`config.mk`:
```
export PLATFORM = sky130hd
export DESIGN_NAME = uart_rx_status
export DESIGN_NICKNAME = d
export VERILOG_FILES = /design/src/rtl/rx_pkg.sv /design/src/rtl/rx_sync_bits.sv /design/src/rtl/rx_bit_framer.sv /design/src/rtl/rx_hold_status.sv /design/src/rtl/rx_modem_watch.sv /design/src/rtl/uart_rx_status.sv
export SDC_FILE = /design/constraint.sdc
export NUM_CORES = 1
export LEC_CHECK = 0
export ABC_AREA = 1
export ABC_CLOCK_PERIOD_IN_PS = 2800
export CAP_MARGIN = 10
export CORE_MARGIN = 1.5
export CORE_UTILIZATION = 45
export CTS_BUF_LIST = sky130_fd_sc_hd__clkbuf_16
export DETAILED_ROUTE_END_ITERATION = 10
export PLACE_DENSITY_LB_ADDON = 0.12
export SLEW_MARGIN = 20
export SYNTH_ARGS = -nofsm -noshare
export SYNTH_HDL_FRONTEND = slang
export SYNTH_HIERARCHICAL = 1
export SYNTH_SLANG_ARGS = --single-unit
```
`constraint.sdc`:
```
create_clock -name clk -period 2.8 [get_ports clk]
set_clock_uncertainty 0.2 [all_clocks]
set_input_delay 0.7 -clock clk [delete_from_list [all_inputs] [get_ports clk]]
set_output_delay 0.7 -clock clk [all_outputs]
set_load 0.005 [all_outputs]
```
`src/rtl/rx_pkg.sv`:
```
// Package: shared types for the serial character receiver.
// Assumes: one stop bit, format inputs stable while a character is received.
package rx_pkg;

    // Receiver sequencing states
    typedef enum logic [2:0] {
        ST_IDLE,
        ST_ARM,
        ST_HUNT,
        ST_START,
        ST_DATA,
        ST_PAR,
        ST_STOP,
        ST_WAITHI
    } rx_state_e;

endpackage

```
`src/rtl/rx_sync_bits.sv`:
```
// Module: multi-stage flop synchroniser for slow asynchronous level inputs.
// Assumes: inputs are levels held much longer than STAGES clocks.
module rx_sync_bits #(
    parameter int              WIDTH     = 1,
    parameter int              STAGES    = 2,
    parameter logic [WIDTH-1:0] RESET_VAL = '1
) (
    input  logic             clk,
    input  logic             rst_n,
    input  logic [WIDTH-1:0] d,
    output logic [WIDTH-1:0] q
);

    logic [WIDTH-1:0] stg [STAGES];

    for (genvar g = 0; g < STAGES; g++) begin : g_stage
        if (g == 0) begin : g_first
            // First stage captures the raw input
            always_ff @(posedge clk) begin
                if (!rst_n) stg[g] <= RESET_VAL;
                else        stg[g] <= d;
            end
        end else begin : g_next
            // Later stages shift the captured value along
            always_ff @(posedge clk) begin
                if (!rst_n) stg[g] <= RESET_VAL;
                else        stg[g] <= stg[g-1];
            end
        end
    end

    assign q = stg[STAGES-1];

endmodule

```
`src/rtl/rx_bit_framer.sv`:
```
// Module: start-bit search, oversampled bit timing and character assembly.
// Assumes: rxd already synchronised; rx_tick is a one-cycle pulse at
// OVERSAMPLE times the bit rate; DATA_W = MIN_BITS + 3 (2-bit length code).
module rx_bit_framer
    import rx_pkg::*;
#(
    parameter int DATA_W     = 8,
    parameter int MIN_BITS   = 5,
    parameter int OVERSAMPLE = 16
) (
    input  logic              clk,
    input  logic              rst_n,
    input  logic              rx_en,
    input  logic              rx_tick,
    input  logic              rxd_s,
    input  logic [1:0]        cfg_len,
    input  logic              cfg_par_en,
    input  logic              cfg_par_odd,
    output logic              chr_done,
    output logic [DATA_W-1:0] chr_data,
    output logic              chr_fe,
    output logic              chr_pe
);

    localparam int CNT_W = $clog2(OVERSAMPLE);
    localparam int IDX_W = $clog2(DATA_W);
    localparam logic [CNT_W-1:0] MID_CNT  = CNT_W'(OVERSAMPLE / 2 - 1);
    localparam logic [CNT_W-1:0] FULL_CNT = CNT_W'(OVERSAMPLE - 1);

    rx_state_e         state;
    logic [CNT_W-1:0]  cnt;
    logic [IDX_W-1:0]  bit_idx;
    logic [DATA_W-1:0] shreg;
    logic              par_acc;
    logic              par_bad;
    logic [IDX_W-1:0]  last_idx;
    logic [IDX_W-1:0]  shamt;
    logic              bit_edge;

    // Index of the final data bit and right-alignment shift for the length
    always_comb begin
        last_idx = IDX_W'(MIN_BITS - 1) + IDX_W'(cfg_len);
        shamt    = IDX_W'(DATA_W - MIN_BITS) - IDX_W'(cfg_len);
        bit_edge = rx_tick && (cnt == FULL_CNT);
    end

    // Sequencer: arming, hunting, confirmation, bit sampling and delivery
    always_ff @(posedge clk) begin
        if (!rst_n) begin
            state    <= ST_IDLE;
            cnt      <= '0;
            bit_idx  <= '0;
            shreg    <= '0;
            par_acc  <= 1'b0;
            par_bad  <= 1'b0;
            chr_done <= 1'b0;
            chr_data <= '0;
            chr_fe   <= 1'b0;
            chr_pe   <= 1'b0;
        end else begin
            chr_done <= 1'b0;
            if (!rx_en) begin
                state <= ST_IDLE;
                cnt   <= '0;
            end else begin
                case (state)
                    ST_IDLE: state <= ST_ARM;
                    ST_ARM: begin
                        if (rx_tick) state <= ST_HUNT;
                    end
                    ST_HUNT: begin
                        if (rx_tick && !rxd_s) begin
                            state <= ST_START;
                            cnt   <= '0;
                        end
                    end
                    ST_START: begin
                        if (rx_tick) begin
                            if (cnt == MID_CNT) begin
                                cnt <= '0;
                                if (rxd_s) begin
                                    state <= ST_HUNT;
                                end else begin
                                    state   <= ST_DATA;
                                    bit_idx <= '0;
                                    shreg   <= '0;
                                    par_acc <= 1'b0;
                                    par_bad <= 1'b0;
                                end
                            end else begin
                                cnt <= cnt + 1'b1;
                            end
                        end
                    end
                    ST_DATA: begin
                        if (bit_edge) begin
                            cnt     <= '0;
                            shreg   <= {rxd_s, shreg[DATA_W-1:1]};
                            par_acc <= par_acc ^ rxd_s;
                            if (bit_idx == last_idx)
                                state <= cfg_par_en ? ST_PAR : ST_STOP;
                            else
                                bit_idx <= bit_idx + 1'b1;
                        end else if (rx_tick) begin
                            cnt <= cnt + 1'b1;
                        end
                    end
                    ST_PAR: begin
                        if (bit_edge) begin
                            cnt     <= '0;
                            par_bad <= par_acc ^ rxd_s ^ cfg_par_odd;
                            state   <= ST_STOP;
                        end else if (rx_tick) begin
                            cnt <= cnt + 1'b1;
                        end
                    end
                    ST_STOP: begin
                        if (bit_edge) begin
                            cnt      <= '0;
                            chr_done <= 1'b1;
                            chr_data <= shreg >> shamt;
                            chr_fe   <= !rxd_s;
                            chr_pe   <= cfg_par_en && par_bad;
                            state    <= rxd_s ? ST_HUNT : ST_WAITHI;
                        end else if (rx_tick) begin
                            cnt <= cnt + 1'b1;
                        end
                    end
                    ST_WAITHI: begin
                        if (rx_tick && rxd_s) state <= ST_HUNT;
                    end
                    default: state <= ST_IDLE;
                endcase
            end
        end
    end

endmodule

```
`src/rtl/rx_hold_status.sv`:
```
// Module: receive holding register with ready, framing, parity, overrun flags.
// Assumes: chr_done is a one-cycle pulse from the framer.
module rx_hold_status #(
    parameter int DATA_W = 8
) (
    input  logic              clk,
    input  logic              rst_n,
    input  logic              rx_en,
    input  logic              chr_done,
    input  logic [DATA_W-1:0] chr_data,
    input  logic              chr_fe,
    input  logic              chr_pe,
    input  logic              rd_data,
    input  logic              err_clr,
    output logic [DATA_W-1:0] rx_data,
    output logic              st_ready,
    output logic              st_frame_err,
    output logic              st_parity_err,
    output logic              st_overrun
);

    logic accept;

    // A character counts only while the receiver is enabled
    always_comb accept = chr_done && rx_en;

    // Holding register and ready flag
    always_ff @(posedge clk) begin
        if (!rst_n) begin
            rx_data  <= '0;
            st_ready <= 1'b0;
        end else begin
            if (accept) rx_data <= chr_data;
            if (!rx_en)        st_ready <= 1'b0;
            else if (accept)   st_ready <= 1'b1;
            else if (rd_data)  st_ready <= 1'b0;
        end
    end

    // Sticky error flags, new events win over the clear pulse
    always_ff @(posedge clk) begin
        if (!rst_n) begin
            st_frame_err  <= 1'b0;
            st_parity_err <= 1'b0;
            st_overrun    <= 1'b0;
        end else begin
            if (accept && chr_fe)      st_frame_err <= 1'b1;
            else if (err_clr)          st_frame_err <= 1'b0;
            if (accept && chr_pe)      st_parity_err <= 1'b1;
            else if (err_clr)          st_parity_err <= 1'b0;
            if (accept && st_ready && !rd_data) st_overrun <= 1'b1;
            else if (err_clr)          st_overrun <= 1'b0;
        end
    end

endmodule

```
`src/rtl/rx_modem_watch.sv`:
```
// Module: modem status pin synchronisation, polarity and change detection.
// Assumes: pins are active-low levels; reset takes them as inactive (high).
module rx_modem_watch #(
    parameter int PINS        = 2,
    parameter int SYNC_STAGES = 2
) (
    input  logic            clk,
    input  logic            rst_n,
    input  logic [PINS-1:0] pin_n,
    input  logic            rd_status,
    output logic [PINS-1:0] active,
    output logic            changed
);

    logic [PINS-1:0] pin_s;
    logic [PINS-1:0] pin_q;

    rx_sync_bits #(
        .WIDTH     (PINS),
        .STAGES    (SYNC_STAGES),
        .RESET_VAL ({PINS{1'b1}})
    ) u_sync (
        .clk   (clk),
        .rst_n (rst_n),
        .d     (pin_n),
        .q     (pin_s)
    );

    // Pins are low-active, so status reads their complement
    always_comb active = ~pin_s;

    // Remember last synchronised level and flag any difference
    always_ff @(posedge clk) begin
        if (!rst_n) begin
            pin_q   <= '1;
            changed <= 1'b0;
        end else begin
            pin_q <= pin_s;
            if (pin_s != pin_q) changed <= 1'b1;
            else if (rd_status) changed <= 1'b0;
        end
    end

endmodule

```
`src/rtl/uart_rx_status.sv`:
```
// Module: top of the serial character receiver with status flags.
// Assumes: rx_tick runs at 16x bit rate; format inputs held steady per char.
module uart_rx_status #(
    parameter int DATA_W      = 8,
    parameter int MIN_BITS    = 5,
    parameter int OVERSAMPLE  = 16,
    parameter int SYNC_STAGES = 2
) (
    input  logic              clk,
    input  logic              rst_n,
    input  logic              rx_tick,
    input  logic              rxd,
    input  logic              rx_en,
    input  logic              err_clr,
    input  logic              rd_data,
    input  logic              rd_status,
    input  logic [1:0]        cfg_len,
    input  logic              cfg_par_en,
    input  logic              cfg_par_odd,
    input  logic              dsr_n,
    input  logic              dcd_n,
    output logic [DATA_W-1:0] rx_data,
    output logic              st_ready,
    output logic              st_frame_err,
    output logic              st_parity_err,
    output logic              st_overrun,
    output logic              st_dsr,
    output logic              st_dcd,
    output logic              st_dschg
);

    logic              rxd_s;
    logic              chr_done;
    logic [DATA_W-1:0] chr_data;
    logic              chr_fe;
    logic              chr_pe;
    logic [1:0]        modem_act;

    rx_sync_bits #(
        .WIDTH     (1),
        .STAGES    (SYNC_STAGES),
        .RESET_VAL (1'b1)
    ) u_rxd_sync (
        .clk   (clk),
        .rst_n (rst_n),
        .d     (rxd),
        .q     (rxd_s)
    );

    rx_bit_framer #(
        .DATA_W     (DATA_W),
        .MIN_BITS   (MIN_BITS),
        .OVERSAMPLE (OVERSAMPLE)
    ) u_framer (
        .clk         (clk),
        .rst_n       (rst_n),
        .rx_en       (rx_en),
        .rx_tick     (rx_tick),
        .rxd_s       (rxd_s),
        .cfg_len     (cfg_len),
        .cfg_par_en  (cfg_par_en),
        .cfg_par_odd (cfg_par_odd),
        .chr_done    (chr_done),
        .chr_data    (chr_data),
        .chr_fe      (chr_fe),
        .chr_pe      (chr_pe)
    );

    rx_hold_status #(
        .DATA_W (DATA_W)
    ) u_hold (
        .clk           (clk),
        .rst_n         (rst_n),
        .rx_en         (rx_en),
        .chr_done      (chr_done),
        .chr_data      (chr_data),
        .chr_fe        (chr_fe),
        .chr_pe        (chr_pe),
        .rd_data       (rd_data),
        .err_clr       (err_clr),
        .rx_data       (rx_data),
        .st_ready      (st_ready),
        .st_frame_err  (st_frame_err),
        .st_parity_err (st_parity_err),
        .st_overrun    (st_overrun)
    );

    rx_modem_watch #(
        .PINS        (2),
        .SYNC_STAGES (SYNC_STAGES)
    ) u_modem (
        .clk       (clk),
        .rst_n     (rst_n),
        .pin_n     ({dcd_n, dsr_n}),
        .rd_status (rd_status),
        .active    (modem_act),
        .changed   (st_dschg)
    );

    // Split modem status bits onto their ports
    always_comb begin
        st_dsr = modem_act[0];
        st_dcd = modem_act[1];
    end

endmodule

```
# After elaboration in Yosys (flattened, before gate mapping)
# Memories as Yosys holds them, arrays and structs flattened.
# Cells that the tools add are included.
# totals
register_bits	46
ramBits	6
in_bits	14
output_inout_bits	15
word_cells	135
n_memories	2
# mem_list
name	depth	word_bits	read_ports	rd_ports_with_merged_regs	write_ports	line	text
u_modem.u_sync.stg	2	2	2	0	2	rx_sync_bits.sv:14	logic [WIDTH-1:0] stg [STAGES];
u_rxd_sync.stg	2	1	2	0	2	rx_sync_bits.sv:14	
# op_classes
add_sub_neg	4
eq_ne	23
shifts	1
muxes	52
bitwise_logic	7
n_reduce_logical	29
# ops
operator	count
3-bit 2-to-1 mux	16
8-bit 2-to-1 mux	4
3-bit one-hot mux with 8 select lines	1
4-bit 2-to-1 mux	5
1-bit 2-to-1 mux	18
8-bit one-hot mux with 2 select lines	1
2-bit by 1-bit inequality test with 1-bit output, second input constant	7
2-bit nonzero test	7
3-bit == test, second input constant	4
4-bit one-hot mux with 3 select lines	1
6-bit AND reduction	2
1-bit logical AND	9
9-bit AND reduction	1
2-bit inequality test, second input constant	4
8-bit by 3-bit >> shifter with 8-bit output	1
7-bit AND reduction	1
3-bit by 2-bit == test with 1-bit output, second input constant	2
2-bit 2-to-1 mux	3
3-bit one-hot mux with 2 select lines	1
3-bit AND reduction	2
4-bit by 1-bit adder with 4-bit output, second input constant	1
4-bit by 3-bit == test with 1-bit output, second input constant	1
4-bit == test, second input constant	1
1-bit OR	4
16 further kinds	19

# Depth between registers and ports, before layout
# Gate-level depths: netlist (run 1).
# depth
word_depth	5
depth_mapped	11
depth_no_buf	11

# Hierarchy
# Netlist (run 1), hierarchy kept.
# modules_own_cells
module	instances	cells_per_inst	area_per_inst_um2	seq_area_each_um2
rx_bit_framer	1	254	1671.6	620.6
rx_hold_status	1	56	435.4	240.2
rx_modem_watch	1	19	128.9	60.1
rx_sync_bits (u_modem.u_sync)	1	12	110.1	80.1
rx_sync_bits (u_rxd_sync)	1	6	55.1	40.0

# Worst setup path after synthesis (run 1)
# No wires, ideal clock.
# synth_path
path_type	input to register
startpoint	in rx_tick
endpoint	reg u_framer.state[0]
setup_time_ps	114
arrival_time_ps	1478
required_ps	2486
path_slack_ps	1008
cell_stages	10
path_buffers	0
cell_sequence	inv_1 -> nand2_2 -> nor2_2 -> clkinv_2 -> nand2_4 -> nor2_1 -> nand3_1 -> nand2_1 -> nand2_1 -> nor2_1
# synth_between
elab_chain_len	3
word_cells_on_any_way	11
classes_between	eq/ne (7); reduce/logical (4)
# synth_lines
element	line	text
from (decl)	uart_rx_status.sv:11	input logic rx_tick,
1-bit logical AND, on equally long branches	rx_bit_framer.sv:130, rx_bit_framer.sv:72, rx_bit_framer.sv:44	
2-bit by 1-bit inequality test with 1-bit output (no line)	--	
9-bit AND reduction (no line) *	--	
to (signal assigned)	rx_bit_framer.sv:101	state <= cfg_par_en ? ST_PAR : ST_STOP;
to (signal assigned)	rx_bit_framer.sv:124	state <= rxd_s ? ST_HUNT : ST_WAITHI;
to (decl)	rx_bit_framer.sv:30	rx_state_e state;
# Every way passes the cells marked *; elsewhere a longest branch is shown, timed or not.
# A chain may end at the register's enable or synchronous reset.

# Worst setup path after layout (run 1)
# layout_path
startpoint	in cfg_len[1]
endpoint	reg u_framer.state[1]
# layout_between
elab_chain_len	4
# layout_lines
element	line	text
from (decl)	uart_rx_status.sv:17	input logic [1:0] cfg_len,
3-bit by 2-bit adder with 3-bit output	rx_bit_framer.sv:42	last_idx = IDX_W'(MIN_BITS - 1) + IDX_W'(cfg_len);
3-bit == test	rx_bit_framer.sv:100	if (bit_idx == last_idx)
2-bit by 1-bit inequality test with 1-bit output (no line)	--	
9-bit AND reduction (no line)	--	
# Every way passes these cells.

==> results.toml, run 1 <==
[run_status]
status = "complete, no violations"

[logic_synthesis]
yosys_warnings = 6
synth.top_cells.by_count = "nand2_1, nor2_1, dfxtp_1, inv_1, o21ai_0"
synth.avg_cell_area_sq_um = 6.92
ys_top_cells_by_area = "dfxtp_1, nand2_1, nor2_1"
syn_area_sq_um = 2400
synth_edf_count = 0
synth.most_common_cell = "nand2_1"
synth_seq_area_share_pct = 43.4
synth_nets = 363
yosysUniqueCellTypes = 33
synthArstFlopShare_pct = 0
synth_top_cell_area_share_pct = 43.4
postSynthCellCount = 347
synth_ff_type = "dfxtp_1"
synth_top_area_cell = "dfxtp_1"
synth_seq_cells = 52

[hold_path]
hp-class = "reg2reg"

[drt]
drt_iter0_drc = 74
vias_per_cell = 4.74
antenna_left = 0
wl_um = 4670
vias = 2133
wl_per_cell_um = 10.4
first_pass_iters = 4
post-route-drc-count = 0

[clocking]
clk_pin_slew_ns = 0.07
clk_path_buf_depth = 2
cts_buffers = 5
cts_max_level = 2
cts_tree = "yes"
cts_resized = 0
clock-sinks = 52
cts_root_buf = "clkbuf_16"
clk_latency_ns = 0.29
holdBufCountCts = 0
cts_setup_buffers = 0

[power_and_ir_drop]
power_mw = 2.02
leakagePower_nw = 1.24
seqPwrFrac_pct = 40.4
switchingPower_mw = 0.644
peakVddDrop_v = 0.000427
p_int_mw = 1.37
power_density_nw_per_um2 = 688
p_sw_share_pct = 31.9
combPwrFrac_pct = 24.7
clockPowerShare_pct = 34.8

[critical_path]
cp_cell_sequence = "clkdlybuf4s50_1 -> inv_2 -> nand2_1 -> nand3_1 -> o21ai_1 -> nand3_1 -> nand2_1 -> nand2_1 -> nor2_1"
critical-path-max-stage-delay_ns = 0.59
cp-end-kind = "flop"
start_kind = "input port"
cp.arrival_ns = 2.21
slowest_stage = "clkdlybuf4s50_1"
worstPathMaxFanout = 10
worstSetupPathType = "in2reg"
critPathBufInv = 2
r2r_slack_ns = 0.94
cp_top_family = "buffers and inverters"
critical_path_required_ns = 2.83
critPathMostFrequentCell = "nand2_1"

[floorplan]
io_pins = 29
num_rows = 26
die_w_um = 76.0
start_util_pct = 46.7
core_area_sq_um = 5140
dieArea_sq_um = 5780
die_h_um = 76.0

[sta]
max_slew_margin_pct = 72.9
drv_slew = 0
min_period_over_period_pct = 77.9
max_freq_mhz = 458
grt_setup_unrepaired = "false"
tightestPinTransition_ns = 0.407
holdWs_ns = 0.202
hold_viol_final = 0
fin_ws_ns = 0.618
final-setup-viol-count = 0
tns_ns = 0
final.min_clock_period_ns = 2.18

[finish]
fillers = 533
area_growth_pct = 22.0
register_area_sq_um = 1040
n_antenna_cell = 0
utilization_pct = 57.0
multi_input_area_sq_um = 1170
final_nets = 395
layout-drive-gt1-share_pct = 8.95

[global_route]
grt_pass1_vias = 1875
grt-ovfl-total = 0
grt_pass1_wl_um = 8240
grt_max_degree = 30
grt_usage_pct = 17.2
grt_antenna_before_repair = 0

[flow_run]
drv_cap = 0

[placed_design]
place.gp.congestion = 0.839
dp_slack_ns = 0.310
io_buffers = 28
dp_hpwl_um = 3430
## sequential cells by signal, summed over array words and instances, names as in the netlist
signal,count
u_framer/par_acc,1
u_modem/changed,1
u_hold/st_parity_err,1
u_framer/chr_pe,1
u_modem/pin_q,2
u_rxd_sync/stg,2
u_framer/chr_done,1
u_hold/st_overrun,1
u_framer/shreg,8
u_framer/chr_data,8
u_framer/bit_idx,3
u_modem/u_sync/stg,4
u_hold/rx_data,8
u_hold/st_frame_err,1
u_framer/par_bad,1
u_framer/cnt,4
u_framer/chr_fe,1
u_framer/state,3
u_hold/st_ready,1
## per-stage QoR
stage                     cells  area, sq um
after floorplan             347         2400
after global placement      442         2760
after detailed placement    442         2760
after CTS                   450         2930
after global routing        450         2930
final                       450         2930
## cell type report
cell class                 count  share of cell area (%)
clock buffer                   5                    4.27
clock inverter                 3                    1.58
inverter                      42                    5.51
multi-input combinational    247                    39.8
sequential                    52                    35.5
tap                           70                    2.99
timing repair buffer          31                    10.3
## cells in the final DEF (no fill, tap or decap), drive strengths merged
cell type,netlist,layout
clkinvlp,0,1
nand3,21,21
nor3,5,5
xnor2,2,2
ha,2,2
nand3b,1,1
inv,41,42
clkdlybuf4s50,0,28
xor2,1,1
mux2i,1,1
or2,1,1
dfxtp,52,52
a21oi,22,22
nand2,83,83
nor2,66,66
buf,2,3
a21o,1,1
clkinv,1,1
nand4,2,2
bufinv,0,1
o21bai,1,1
o31ai,1,1
clkbuf,4,5
o21ai,37,37
## per-layer routing
| layer | vias up | track usage [%] | part of all wire (%) |
|---|---|---|---|
| met5 | - | 0 | 0 |
| li1 | 1173 | - | - |
| met3 | 7 | 3.47 | 3.7 |
| met4 | 0 | 6.48 | 1.4 |
| met2 | 40 | 27.7 | 44 |
| met1 | 913 | 22.9 | 51 |
## worst register-to-register path, delay by kind of cell, from the launching register on
kind | cells | cell delay [ns]
flops | 1 | 0.38
simple gates | 6 | 0.89
fa+ha+maj | 1 | 0.21
compound gates | 1 | 0.06
## logic make-up (layout without fill, tap and decap cells)
kind of cell    Yosys count  in the layout  synth area share [%]
mux                       1              1                 0.417
xor+xnor                  3              3                  1.09
compound gates           62             62                  13.7
fa+ha+maj                 2              2                  1.04
flops                    52             52                  43.4
buf+inv                  48             81                  8.08
simple gates            179            179                  32.3
## power by group through the flow
stage	sequential (mW)	clock (mW)	combinational (mW)
2_1_floorplan	0.823	0	0.397
3_3_place_gp	0.832	0	0.492
3_5_place_dp	0.833	0	0.494
4_1_cts	0.815	0.723	0.499
5_1_grt	0.822	0.750	0.563
6_report	0.815	0.703	0.499
## final timing paths
| path | from | endpoint | cells after the start |
|---|---|---|---|
| max | cfg_len[1] | u_framer/state[1]$_SDFFE_PN0P_ | 9 |
| min reg2reg | u_modem/u_sync/stg[0][1]$_SDFF_PN1_ | u_modem/u_sync/stg[1][1]$_SDFF_PN1_ | 2 |
| min | u_modem/u_sync/stg[0][1]$_SDFF_PN1_ | u_modem/u_sync/stg[1][1]$_SDFF_PN1_ | 2 |
| max reg2reg | u_framer/cnt[0]$_SDFFE_PN0P_ | u_framer/bit_idx[2]$_SDFFE_PN0P_ | 8 |
Note: power is estimated with default switching activity, not from simulation.
==> run 2, diff against run 1 <==
Settings changed: ABC_CLOCK_PERIOD_IN_PS 2800 to 2000.
Clock period 2.8 ns to 2 ns, I/O delays scaled along.
==> run 2 against run 1 <==
- core utilization rose by 2.6 points
- highest routed layer unchanged
- largest cell class unchanged
- via count increased by 3.4%
- clock-buffer cell count unchanged
==> results.toml, run 2 (same netlist as run 1, synthesis figures left out) <==
[run_status]
status = "complete, no violations"

[critical_path]
reg2reg_depth = 9
worstSetupPathType = "in2reg"
slowest_stage = "clkdlybuf4s50_1"
critPathCapture = "u_framer/bit_idx[2]$_SDFFE_PN0P_"
cp_num_cells = 9
critPathMostFrequentCell = "nand2_1"
cp.arrival_ns = 1.89
cp_cell_sequence = "clkdlybuf4s50_1 -> buf_4 -> nand2_1 -> nand3_1 -> o21ai_1 -> nand2_1 -> nand2_2 -> nand2_1 -> a21oi_1"
critical-path-max-stage-delay_ns = 0.44
r2r-start = "u_framer/cnt[0]$_SDFFE_PN0P_"
start_kind = "input port"
cp_top_family = "buffers and inverters"
r2r_slack_ns = 0.14
worstPathMaxFanout = 5
cp-end-kind = "flop"
startpoint = "cfg_len[0]"
timing.rr.end = "u_framer/bit_idx[2]$_SDFFE_PN0P_"
critical_path_required_ns = 2.02
critPathBufInv = 2

[global_route]
grt_usage_pct = 17.4
grt_pass1_wl_um = 8490
grt_max_degree = 21
grt-ovfl-total = 0
grt_pass1_vias = 2023
grt_antenna_before_repair = 0

[sta]
hold_viol_final = 0
grt_setup_unrepaired = "true"
holdWs_ns = 0.202
max_freq_mhz = 534
min_period_over_period_pct = 93.6
final-setup-viol-count = 0
tns_ns = 0
tightestPinTransition_ns = 0.376
final.min_clock_period_ns = 1.87
fin_ws_ns = 0.129
max_slew_margin_pct = 74.9
drv_slew = 0

[drt]
antenna_left = 0
post-route-drc-count = 0
vias = 2206
vias_per_cell = 4.76
wl_per_cell_um = 10.2
drt_iter0_drc = 78
wl_um = 4720
first_pass_iters = 4

[placed_design]
place_area_sq_um = 2870
place.gp.congestion = 0.854
io_buffers = 28
dp_hpwl_um = 3550
dp_cells = 455
dp_slack_ns = -0.191

[clocking]
clk_latency_ns = 0.29
clk_path_buf_depth = 2
clock-sinks = 52
cts_root_buf = "clkbuf_16"
cts_buffers = 5
cts_max_level = 2
cts_tree = "yes"
clk_pin_slew_ns = 0.07

[power_and_ir_drop]
power_density_nw_per_um2 = 935
leakagePower_nw = 1.31
power_mw = 2.87
peakVddDrop_v = 0.000668

[finish]
final_area_sq_um = 3070
final_common_cell = "nand2_1"
final_cell_mix = "nand2_1, nor2_1, dfxtp_1"
utilization_pct = 59.6
final_nets = 408
largestRegisters = "u_framer/chr_data: 8 flops, u_framer/shreg: 8 flops, u_hold/rx_data: 8 flops"
final_cells = 463
area_growth_pct = 27.7
n_antenna_cell = 0
layout-drive-gt1-share_pct = 13.2

[floorplan]
num_rows = 26
dieArea_sq_um = 5780
die_w_um = 76.0
io_pins = 29
core_area_sq_um = 5140
start_util_pct = 46.7
die_h_um = 76.0

[flow_run]
drv_cap = 0

[hold_path]
hp-class = "reg2reg"
==> run 2: tightest hold or removal path: stages (launching register included) <==
cell and delay [ns]:
dfxtp_1 0.31, inv_1 0.03, nand2_1 0.04
==> run 2: per-layer routing <==
layer	track usage, %	wire (um)
met2	29.6	2130
met4	6.11	55
met5	0	0
met3	2.63	151
met1	22.6	2380
==> run 2: report_power, final <==
group | switching, mW | internal [mW]
Clock | 0.376 | 0.594
Combinational | 0.479 | 0.274
Sequential | 0.0540 | 1.09
Total | 0.909 | 1.96
==> run 2: worst min path at each step <==
stage               depth (start not counted)                                 from                                  end
floorplan                                   2  u_modem/u_sync/stg[0][0]$_SDFF_PN1_  u_modem/u_sync/stg[1][0]$_SDFF_PN1_
global placement                            2  u_modem/u_sync/stg[0][0]$_SDFF_PN1_  u_modem/u_sync/stg[1][0]$_SDFF_PN1_
CTS                                         2  u_modem/u_sync/stg[0][0]$_SDFF_PN1_  u_modem/u_sync/stg[1][0]$_SDFF_PN1_
global route                                2  u_modem/u_sync/stg[0][0]$_SDFF_PN1_  u_modem/u_sync/stg[1][0]$_SDFF_PN1_
finish                                      2  u_modem/u_sync/stg[0][0]$_SDFF_PN1_  u_modem/u_sync/stg[1][0]$_SDFF_PN1_
detailed placement                          2  u_modem/u_sync/stg[0][0]$_SDFF_PN1_  u_modem/u_sync/stg[1][0]$_SDFF_PN1_
==> run 2: cell type report <==
class                      count  area (sq um)
clock buffer                   5           125
clock inverter                 3          46.3
fill                         537          2070
inverter                      42           161
multi-input combinational    247          1190
sequential                    52          1040
tap                           70          87.6
timing repair buffer          44           415
==> run 2: timing repair <==
action                     in CTS  in global routing
setup buffers                   0                  0
setup endpoints to repair       0                 18
hold buffers                    0                  0
resized for setup               0                  7
==> run 3, diff against run 2 <==
Settings changed: CORE_UTILIZATION 45 to 50, TNS_END_PERCENT set to 5.
==> run 3 against run 2 <==
- setup slack worse by 0.050 ns
- sequential share of layout area is 0.59 points higher
- routed wire length is 0.55% higher
- non-clock buffer count is 1 lower
- combinational power is 0.5% higher
- worst hold slack better by 0.0018 ns
- highest routed layer unchanged
- die area is 9.6% lower
- sequential cell count stayed put
==> results.toml, run 3 (same netlist as run 1, synthesis figures left out) <==
[global_route]
grt-ovfl-total = 0
grt_antenna_before_repair = 0
grt_pass1_vias = 1904
grt_pass1_wl_um = 7960
grt_usage_pct = 18.9
grt_max_degree = 23

[power_and_ir_drop]
peakVddDrop_v = 0.000670
power_density_nw_per_um2 = 916
leakagePower_nw = 1.29

[placed_design]
dp_hpwl_um = 3560
dp_slack_ns = -0.208
place_area_sq_um = 2840
dp_cells = 438
io_buffers = 28
place.gp.congestion = 0.865

[critical_path]
reg2reg_depth = 10
worstSetupPathType = "in2reg"
cp.arrival_ns = 1.91
start_kind = "input port"
worstPathMaxFanout = 6
critical_path_required_ns = 1.99
cp-end-kind = "flop"

[finish]
final_common_cell = "nand2_1"
final_nets = 407
layout-drive-gt1-share_pct = 12.2
largestRegisters = "u_framer/chr_data: 8 flops, u_framer/shreg: 8 flops, u_hold/rx_data: 8 flops"
fillers = 445
final_cells = 446
final_area_sq_um = 3010
area_growth_pct = 25.5
n_antenna_cell = 0
final_cell_mix = "nand2_1, nor2_1, dfxtp_1"

[sta]
final-setup-viol-count = 0
fin_ws_ns = 0.0790
grt_setup_unrepaired = "true"
final.min_clock_period_ns = 1.92
hold_viol_final = 0
tightestPinTransition_ns = 0.298
holdWs_ns = 0.203
drv_slew = 0
min_period_over_period_pct = 96.1
max_freq_mhz = 521
max_slew_margin_pct = 80.1

[floorplan]
die_h_um = 72.3
num_rows = 25
io_pins = 29
core_area_sq_um = 4660
start_util_pct = 51.5
dieArea_sq_um = 5230
die_w_um = 72.3

[drt]
vias = 2234
wl_per_cell_um = 10.6
antenna_left = 0
drt_iter0_drc = 133
vias_per_cell = 5.01
first_pass_iters = 4
post-route-drc-count = 0
wl_um = 4740

[hold_path]
hp-class = "reg2reg"
whs_path_depth = 2

[clocking]
cts_max_level = 2
clock-sinks = 52
clk_pin_slew_ns = 0.07
cts_root_buf = "clkbuf_16"
cts_buffers = 5
clk_path_buf_depth = 2
cts_tree = "yes"
holdBufCountCts = 0
clk_latency_ns = 0.29

[run_status]
status = "complete, no violations"

[flow_run]
drv_cap = 0
==> run 3: critical path, cell delays in order <==
cell and delay [ns]:
clkdlybuf4s50_1 0.45, inv_1 0.14, nand2_2 0.07, nor2_2 0.10
clkinv_2 0.10, nand2_4 0.12, nor2_1 0.05, nand3_1 0.20
nand2_1 0.08, nand2_1 0.06, nor2_1 0.04
==> run 3: report_power, final <==
part / total [mW] / internal, mW / switching, mW / leakage [nW]
Clock: 0.861 / 0.475 / 0.387 / 0.0719
Sequential: 1.14 / 1.09 / 0.0537 / 0.421
Combinational: 0.757 / 0.273 / 0.483 / 0.798
==> run 3: metrics by stage <==
stage	power [mW]	utilization, %	TNS, ns
2_1_floorplan	1.71	-	0
3_3_place_gp	1.89	61.0	-3.46
3_5_place_dp	1.90	61.0	-4.41
4_1_cts	2.76	64.2	0
5_1_grt	2.92	64.6	-0.0823
6_report	2.76	64.6	0
==> run 3: final cells by class <==
class | count | area [sq um] | share of cell area [%]
clock inverter | 3 | 27.5 | 0.914
timing repair buffer | 43 | 405 | 13.5
multi-input combinational | 247 | 1180 | 39.3
sequential | 52 | 1040 | 34.6
tap | 54 | 67.6 | 2.24
inverter | 42 | 161 | 5.36
clock buffer | 5 | 125 | 4.15
==> run 3: path summary, 6_finish.rpt <==
kind | startpoint | slack [ns] | to
max | rx_tick | 0.08 | u_framer/state[0]$_SDFFE_PN0P_
max reg2reg | u_framer/cnt[0]$_SDFFE_PN0P_ | 0.16 | u_framer/state[1]$_SDFFE_PN0P_
min | u_modem/u_sync/stg[0][0]$_SDFF_PN1_ | 0.20 | u_modem/u_sync/stg[1][0]$_SDFF_PN1_
min reg2reg | u_modem/u_sync/stg[0][0]$_SDFF_PN1_ | 0.20 | u_modem/u_sync/stg[1][0]$_SDFF_PN1_
==> run 3: per-layer routing <==
layer / vias to the layer above / part of all wire (%) / GRT usage [%] / wire (um)
met5: - / 0 / 0 / 0
met4: 0 / 0.80 / 6.29 / 38
met3: 4 / 3.8 / 3.33 / 181
met2: 45 / 47 / 32.4 / 2210
met1: 995 / 49 / 24.0 / 2310
li1: 1190 / - / - / -
==> run 3: timing repair <==
action                                 4_1_cts  5_1_grt
endpoints found under the hold margin        0        0
resized for setup                            0        4
buffers inserted                             0        0
setup endpoints to repair                    0       10
